===== src/rtl/mult_pkg.sv =====
package mult_pkg;

    // One-hot controller states: one flop per state
    typedef enum logic [6:0] {
        ST_IDLE  = 7'b0000001,
        ST_LOAD  = 7'b0000010,
        ST_TEST  = 7'b0000100,
        ST_ADD   = 7'b0001000,
        ST_CHK   = 7'b0010000,
        ST_SHIFT = 7'b0100000,
        ST_OUT   = 7'b1000000
    } state_t;

    // Discrete datapath control lines
    typedef struct packed {
        logic ld_a;    // capture multiplicand
        logic ld_b;    // capture multiplier
        logic clr_m;   // clear accumulator
        logic clr_i;   // clear step counter
        logic inc_i;   // advance step counter
        logic add_m;   // accumulator += multiplicand
        logic shl_m;   // accumulator <<= 1
        logic shl_b;   // multiplier <<= 1
    } ctl_t;

endpackage


===== src/rtl/mult_ctrl.sv =====
module mult_ctrl
    import mult_pkg::*;
(
    input  logic   clk,
    input  logic   rst_n,
    input  logic   start,
    input  logic   b_msb,
    input  logic   cnt_full,
    output ctl_t   ctl,
    output logic   z_ld,
    output logic   done,
    output state_t state
);

    typedef struct packed {
        state_t st;
        logic   done;
    } fsm_t;

    fsm_t fsm_d, fsm_q;

    always_comb begin
        fsm_d = fsm_q;
        ctl   = '0;
        z_ld  = 1'b0;
        unique case (fsm_q.st)
            ST_IDLE: begin
                if (start) fsm_d.st = ST_LOAD;
            end
            ST_LOAD: begin
                ctl.ld_a   = 1'b1;
                ctl.ld_b   = 1'b1;
                ctl.clr_m  = 1'b1;
                ctl.clr_i  = 1'b1;
                fsm_d.done = 1'b0;
                fsm_d.st   = ST_TEST;
            end
            ST_TEST: begin
                ctl.inc_i = 1'b1;
                fsm_d.st  = b_msb ? ST_ADD : ST_CHK;
            end
            ST_ADD: begin
                ctl.add_m = 1'b1;
                fsm_d.st  = ST_CHK;
            end
            ST_CHK: begin
                fsm_d.st = cnt_full ? ST_OUT : ST_SHIFT;
            end
            ST_SHIFT: begin
                ctl.shl_m = 1'b1;
                ctl.shl_b = 1'b1;
                fsm_d.st  = ST_TEST;
            end
            ST_OUT: begin
                z_ld       = 1'b1;
                fsm_d.done = 1'b1;
                fsm_d.st   = ST_IDLE;
            end
            default: begin
                fsm_d.st   = ST_IDLE;
                fsm_d.done = 1'b1;
            end
        endcase
    end

    always_ff @(posedge clk or negedge rst_n) begin
        if (!rst_n) begin
            fsm_q.st   <= ST_IDLE;
            fsm_q.done <= 1'b1;
        end else begin
            fsm_q <= fsm_d;
        end
    end

    assign done  = fsm_q.done;
    assign state = fsm_q.st;

endmodule


===== src/rtl/mult_dpath.sv =====
module mult_dpath
    import mult_pkg::*;
#(
    parameter int W = 16
) (
    input  logic                    clk,
    input  logic                    rst_n,
    input  logic [W-1:0]            x,
    input  logic [W-1:0]            y,
    input  ctl_t                    ctl,
    input  logic                    z_ld,
    output logic                    b_msb,
    output logic                    cnt_full,
    output logic [2*W-1:0]          z,
    output logic [$clog2(W):0]      cnt
);

    localparam int PW = 2 * W;
    localparam int CW = $clog2(W) + 1;

    typedef struct packed {
        logic [W-1:0]  a;
        logic [W-1:0]  b;
        logic [PW-1:0] m;
        logic [CW-1:0] i;
        logic [PW-1:0] z;
    } dp_t;

    dp_t dp_d, dp_q;

    always_comb begin
        dp_d = dp_q;
        if (ctl.ld_a) dp_d.a = x;
        if (ctl.ld_b)
            dp_d.b = y;
        else if (ctl.shl_b)
            dp_d.b = {dp_q.b[W-2:0], 1'b0};
        if (ctl.clr_m)
            dp_d.m = '0;
        else if (ctl.add_m)
            dp_d.m = dp_q.m + PW'(dp_q.a);
        else if (ctl.shl_m)
            dp_d.m = {dp_q.m[PW-2:0], 1'b0};
        if (ctl.clr_i)
            dp_d.i = '0;
        else if (ctl.inc_i)
            dp_d.i = dp_q.i + 1'b1;
        if (z_ld) dp_d.z = dp_q.m;
    end

    always_ff @(posedge clk or negedge rst_n) begin
        if (!rst_n) dp_q <= '0;
        else        dp_q <= dp_d;
    end

    assign b_msb    = dp_q.b[W-1];
    assign cnt_full = (dp_q.i == CW'(W));
    assign z        = dp_q.z;
    assign cnt      = dp_q.i;

endmodule


===== src/rtl/shift_add_mult.sv =====
module shift_add_mult
    import mult_pkg::*;
#(
    parameter int W = 16
) (
    input  logic           clk,
    input  logic           rst_n,
    input  logic           start,
    input  logic [W-1:0]   x,
    input  logic [W-1:0]   y,
    output logic           done,
    output logic [2*W-1:0] z
);

    localparam int CW = $clog2(W) + 1;

    ctl_t          ctl;
    logic          z_ld;
    logic          b_msb;
    logic          cnt_full;
    state_t        state_q;
    logic [CW-1:0] cnt_q;

    mult_ctrl u_ctrl (
        .clk      (clk),
        .rst_n    (rst_n),
        .start    (start),
        .b_msb    (b_msb),
        .cnt_full (cnt_full),
        .ctl      (ctl),
        .z_ld     (z_ld),
        .done     (done),
        .state    (state_q)
    );

    mult_dpath #(.W(W)) u_dpath (
        .clk      (clk),
        .rst_n    (rst_n),
        .x        (x),
        .y        (y),
        .ctl      (ctl),
        .z_ld     (z_ld),
        .b_msb    (b_msb),
        .cnt_full (cnt_full),
        .z        (z),
        .cnt      (cnt_q)
    );

endmodule


===== config.mk =====
export PLATFORM = sky130hd
export DESIGN_NAME = shift_add_mult
export DESIGN_NICKNAME = d
export VERILOG_FILES = /design/src/rtl/mult_pkg.sv /design/src/rtl/mult_ctrl.sv /design/src/rtl/mult_dpath.sv /design/src/rtl/shift_add_mult.sv
export SDC_FILE = /design/constraint.sdc
export NUM_CORES = 1
export LEC_CHECK = 0
export BUFFER_PORTS_ARGS = -buffer_cell sky130_fd_sc_hd__buf_2
export CAP_MARGIN = 20
export CORE_MARGIN = 2
export CORE_UTILIZATION = 40
export CTS_CLUSTER_DIAMETER = 80
export CTS_CLUSTER_SIZE = 40
export DETAILED_ROUTE_END_ITERATION = 7
export HOLD_SLACK_MARGIN = 0.08
export SYNTH_ARGS = -nofsm -noshare
export SYNTH_HDL_FRONTEND = slang
export SYNTH_SLANG_ARGS = --single-unit

===== constraint.sdc =====
create_clock -name clk -period 3 [get_ports clk]
set_input_delay 0.3 -clock clk [delete_from_list [all_inputs] [get_ports clk]]
set_output_delay 0.3 -clock clk [all_outputs]
set_load 0.005 [all_outputs]

* Yosys cells after proc, flatten, opt, wreduce, memory -nomap -nowiden
Index checks and enable logic that the tools add are counted.
** Operators by class
- $add $sub $neg :: 2
- Equal/unequal tests :: 9
- Mux-type cells :: 17
- Reductions and logical operators :: 5
** Operators by type and width (number)
- 32-bit two-way mux :: 3
- 7-bit one-hot mux with 5 select lines :: 1
- 32-bit by 16-bit adder with 32-bit output :: 1
- 16-bit two-way mux :: 2
- 5-bit two-way mux :: 3
- 7-bit two-way mux :: 2
- 7-bit by 1-bit equality test with 1-bit output (second input constant) :: 1
- 7-bit by 2-bit equality test with 1-bit output (second input constant) :: 1
- 7-bit by 3-bit equality test with 1-bit output (second input constant) :: 1
- 7-bit by 4-bit equality test with 1-bit output (second input constant) :: 1
- 7-bit by 5-bit equality test with 1-bit output (second input constant) :: 1
- 7-bit by 6-bit equality test with 1-bit output (second input constant) :: 1
- 7-bit equality test (second input constant) :: 1
- 5-bit by 1-bit adder with 5-bit output (second input constant) :: 1
- 5-bit equality test (second input constant) :: 1
- 5-bit OR reduction :: 1
- 4-bit two-way mux :: 1
- 2-bit nonzero test :: 2
- 1-bit two-way mux :: 3
- 3-bit nonzero test :: 1
- 2-bit two-way mux :: 1
- 2-bit != test (second input constant) :: 1
- 1-bit one-hot mux with 2 select lines :: 1
- 2-bit OR reduction :: 1
** Word-level totals
- Bits in registers :: 109
- Output and inout port bits :: 33
- Word-level logic and storage cells :: 40

* Logic depth before layout (Yosys ltp)
- Depth after elaboration :: 5
- Gate-level depth with buffers :: 9
- Gate-level depth less buffers :: 9

* Hierarchy
Synthesis repeated with hierarchy kept, for this count alone.
** Second synthesis, totals
- Cell total of the unflattened synthesis :: 606
- Area, all modules :: 6264.8 um^2
** Modules (own cells, without submodules)
- mult_dpath :: instances 1, cells an instance 555, area an instance 5794.3 um^2, seq. area each 2527.4 um^2
- mult_ctrl :: instances 1, cells an instance 51, area an instance 470.5 um^2, seq. area each 202.7 um^2

* Worst setup path after synthesis
OpenSTA, ideal clock, no wires.
- Kind :: register to register
- Start :: reg u_dpath.dp_q[37] (netlist bit)
- End :: reg u_dpath.dp_q[63] (netlist bit)
- Setup time :: 0.076 ns
- Arrival time :: 2.239 ns
- Path slack :: 0.685 ns
- Cell stages (with the launch flop) :: 10
- Period minus slack after synthesis :: 2.315 ns
- Cell sequence :: dfrtp_1 -> ha_1 -> fa_1 -> a21oi_1 -> o21ai_1 -> o21ai_1 -> o21a_1 -> nor2_1 -> mux2_1 -> o21ai_1
** Between the ends
- Longest elaborated chain between the ends :: 3
** RTL lines
- start, declared :: RTL line mult_dpath.sv:29 : dp_t dp_d, dp_q;
- start signal, assigned :: RTL line mult_dpath.sv:53 : else dp_q <= dp_d;
- 32-bit by 16-bit adder with 32-bit output :: RTL line mult_dpath.sv:41 : dp_d.m = dp_q.m + PW'(dp_q.a);
- 32-bit two-way mux :: RTL line mult_dpath.sv:40 : else if (ctl.add_m)
- 32-bit two-way mux :: RTL line mult_dpath.sv:38 : if (ctl.clr_m)
No other way between the ends.
A chain may end at the register's enable or synchronous reset.

* Worst setup path after layout
Same ends and word-level chain as after synthesis.

==> results.md <==
- Status: finished clean
- Starting Density: 0.404
- Final nets: 677
- CP Launch Type: flip-flop
- Clock skew: 0.0105 ns
- Crit path arrival time: 2.89 ns
- Dpl ws: 0.417 ns
- Clock Path Buffers: 2
- Die Area: 16200 sq um
- Synth cell count leaders: dfrtp_1, nand2_1, buf_4, nor2_1
- TritonCTS buffer count: 9
- Syn. warnings: 0
- PortBufs: 67
- Synth Area in Simple Gates: 0.131
- Class of the most critical setup path: flip-flop to flip-flop
- DP Wirelength: 9320 um
- Io pins: 68
- Post-Synthesis Net Count: 649
- Multiplexer share of the synthesized area: 0.116
- Power, Total: 4.59 mW
- Unique cell type count in the Yosys netlist: 67
- Total Wirelength: 12900 um
- Crit path cell chain: ha_1 -> fa_1 -> a21oi_1 -> o21ai_1 -> o21ai_1 -> o21a_1 -> nor2_1 -> mux2_1 -> o21ai_1
- Final-report setup violation count: 0
- Skew-Pair Late Insertion Delay: 0.36 ns
- Vias in the first global route: 4371
- Slew Viols, Final: 0
- Max Cap Viol: 0
- Area Growth Syn to Fin: 9.71%
- Synth Area in XOR/XNOR: 0.0302
- Postcts setup bufs: 0
- Least-Margin Pin Slew: 0.726 ns
- Drt first pass iters: 5
- Fin crit share: 0.866
- Die width: 127 um
- Final design utilization: 0.444
- Initial DRC Count: 345
- Mapped Avg Cell Area: 10.2 sq um
- Crit end category: flip-flop
- Part of the Yosys area used for sequential elements: 0.449
- Most frequent CP cell: o21ai_1
- Non-filler cells, final: 816
- Initial antenna violation count: 0
- Depth of the worst hold-timing path: 2
- Synth area leaders: dfrtp_1, mux2_2, buf_4
- Largest area contributor in the netlist: dfrtp_1
- Final number of hold-violating endpoints: 0
- Area occupied by multi-input gates: 2910 sq um
- Async set-reset flop share out of synthesis: 1.00
- Cell Rows: 45
- Largest family of logic cells by synthesized area: compound AO/OA/AOI/OAI gates
- Design area: 6670 sq um
- Worst Reg-to-Reg Cells: 9
- Height of the die: 127 um
- Compound-gate portion of the synthesized area: 0.160
- Largest net degree at the start of global routing: 109
- Placed inst area: 6350 sq um
- RSZ-0062 raised after global routing: no
- Total congestion overflow: 0
- Post-Syn Area: 6080 sq um
- Sink Count: 109
- Clock tree root buffer cell: clkbuf_16
- Detail Route Antenna Nets: 0
- Critical path's slowest cell: fa_1
- Min Tclk post-route: 2.60 ns
- Htree depth: 3
- DR DRC count: 0
- Core region area: 15000 sq um
- Worst hold-check slack: 0.109 ns
- Total track usage: 0.170
- Final setup margin: 0.403 ns
- Syn Inst Count: 595
- Clock-pin slew on the worst setup and hold paths: 0.07 ns
- Dpl cells: 799
- Via density: 5.52
- Register Area: 2730 sq um
- Fillers: 1451
- Most common cell in the netlist: dfrtp_1
- Final Wtd Congestion: 0.894
- Post-synth top area share: 0.440
- Required time of the critical path: 3.29 ns
- Leakage Power: 3.02 nW
- HP Class: input port to flip-flop
- Main synth FF type: dfrtp_1
- Layout cells sized above 1: 0.213
- Worst rel slew slack: 0.514
- Avg WL per Cell: 15.9 um
- Worst path max stage delay: 0.42 ns
- Detailed-route via count: 4508
- Cts repair resizes: 0
- Setup TNS: 0 ns
- Critical path fanouts, max: 4
- FMAX: 385 MHz
- TritonCTS clock tree: built
- Peak supply drop: 0.402 mV
- Number of antenna diodes: 0
- Register bit count reported by yosys: 109
- Pwr/cell area: 687 nW/um^2
- Global-route wire length before repair: 22100 um
- EDFF count, synth: 0
- Adder-cell share of the synthesized area: 0.0403
-- power by group --
group / switching (mW) / internal [mW] / total (mW)
Combinational: 0.773 / 0.575 / 1.35
Sequential: 0.234 / 1.77 / 2.00
Clock: 0.544 / 0.693 / 1.24
-- kinds of logic after synthesis --
logic type	count (synthesis)
simple gates	156
compound gates	152
flops	109
buf+inv	73
mux	65
xor+xnor	21
fa+ha+maj	19
-- cell type report --
cell class	count	area share
Clock buffer	11	0.0379
Clock inverter	5	0.00881
Inverter	11	0.00619
Multi-Input combinational cell	413	0.436
Sequential cell	109	0.409
Tap cell	188	0.0353
Timing Repair Buffer	79	0.0664
-- layout by cell type (no fill, tap or decap), types with 3 or more instances in the layout --
master,count
o211ai_1,3
xor2_1,15
buf_4,11
o21ai_1,25
o21ai_0,31
dfrtp_1,107
ha_1,18
or3_1,3
nor3_1,6
nand2_1,48
xnor2_1,6
nand2b_1,7
nand3_1,13
clkbuf_16,9
a31oi_1,6
nor2b_1,5
a22oi_1,22
nand4_1,13
o21a_1,3
inv_1,11
mux2_2,28
nor2_1,35
mux2_1,17
and2_1,5
and3_1,7
buf_2,66
a21oi_1,31
a21o_1,3
mux2i_1,20
-- what timing repair did --
item                       in CTS  in global routing
hold endpoints to repair      107                  0
hold buffers                    1                  0
setup endpoints to repair       0                  0
-- critical path: cells and delay by family, from the launching register on --
family / cells / cell delay [ns]
adders and majority gates: 2 / 0.67
and+or+nand+nor: 1 / 0.08
AOI/OAI and AO/OA: 5 / 1.06
DFF: 1 / 0.41
muxes: 1 / 0.31
-- worst paths after layout --
path / start / to / slack, ns
max: u_dpath.dp_q[37] / u_dpath.dp_q[63] / 0.40
min: start / u_ctrl.state[0] / 0.11
max reg2reg: u_dpath.dp_q[37] / u_dpath.dp_q[63] / 0.40
min reg2reg: u_dpath.z[26] / u_dpath.z[26] / 0.48
max in group asynchronous: rst_n / u_ctrl.done / 2.01
min in group asynchronous: rst_n / u_dpath.z[11] / 0.28
-- metal layers --
metal  track usage  routed length [um]
met5             0                   0
met4        0.0608                 159
met3        0.0394                 675
met2         0.260                6090
met1         0.236                6010
-- registers in the layout (all words and copies together) (netlist names) --
signal and count:
u_dpath.dp_q 63, u_dpath.z 32, u_ctrl.state 7, u_dpath.cnt 5
u_ctrl.done 1, u_dpath.b_msb 1
No activity file was read; power rests on OpenSTA's default activity.
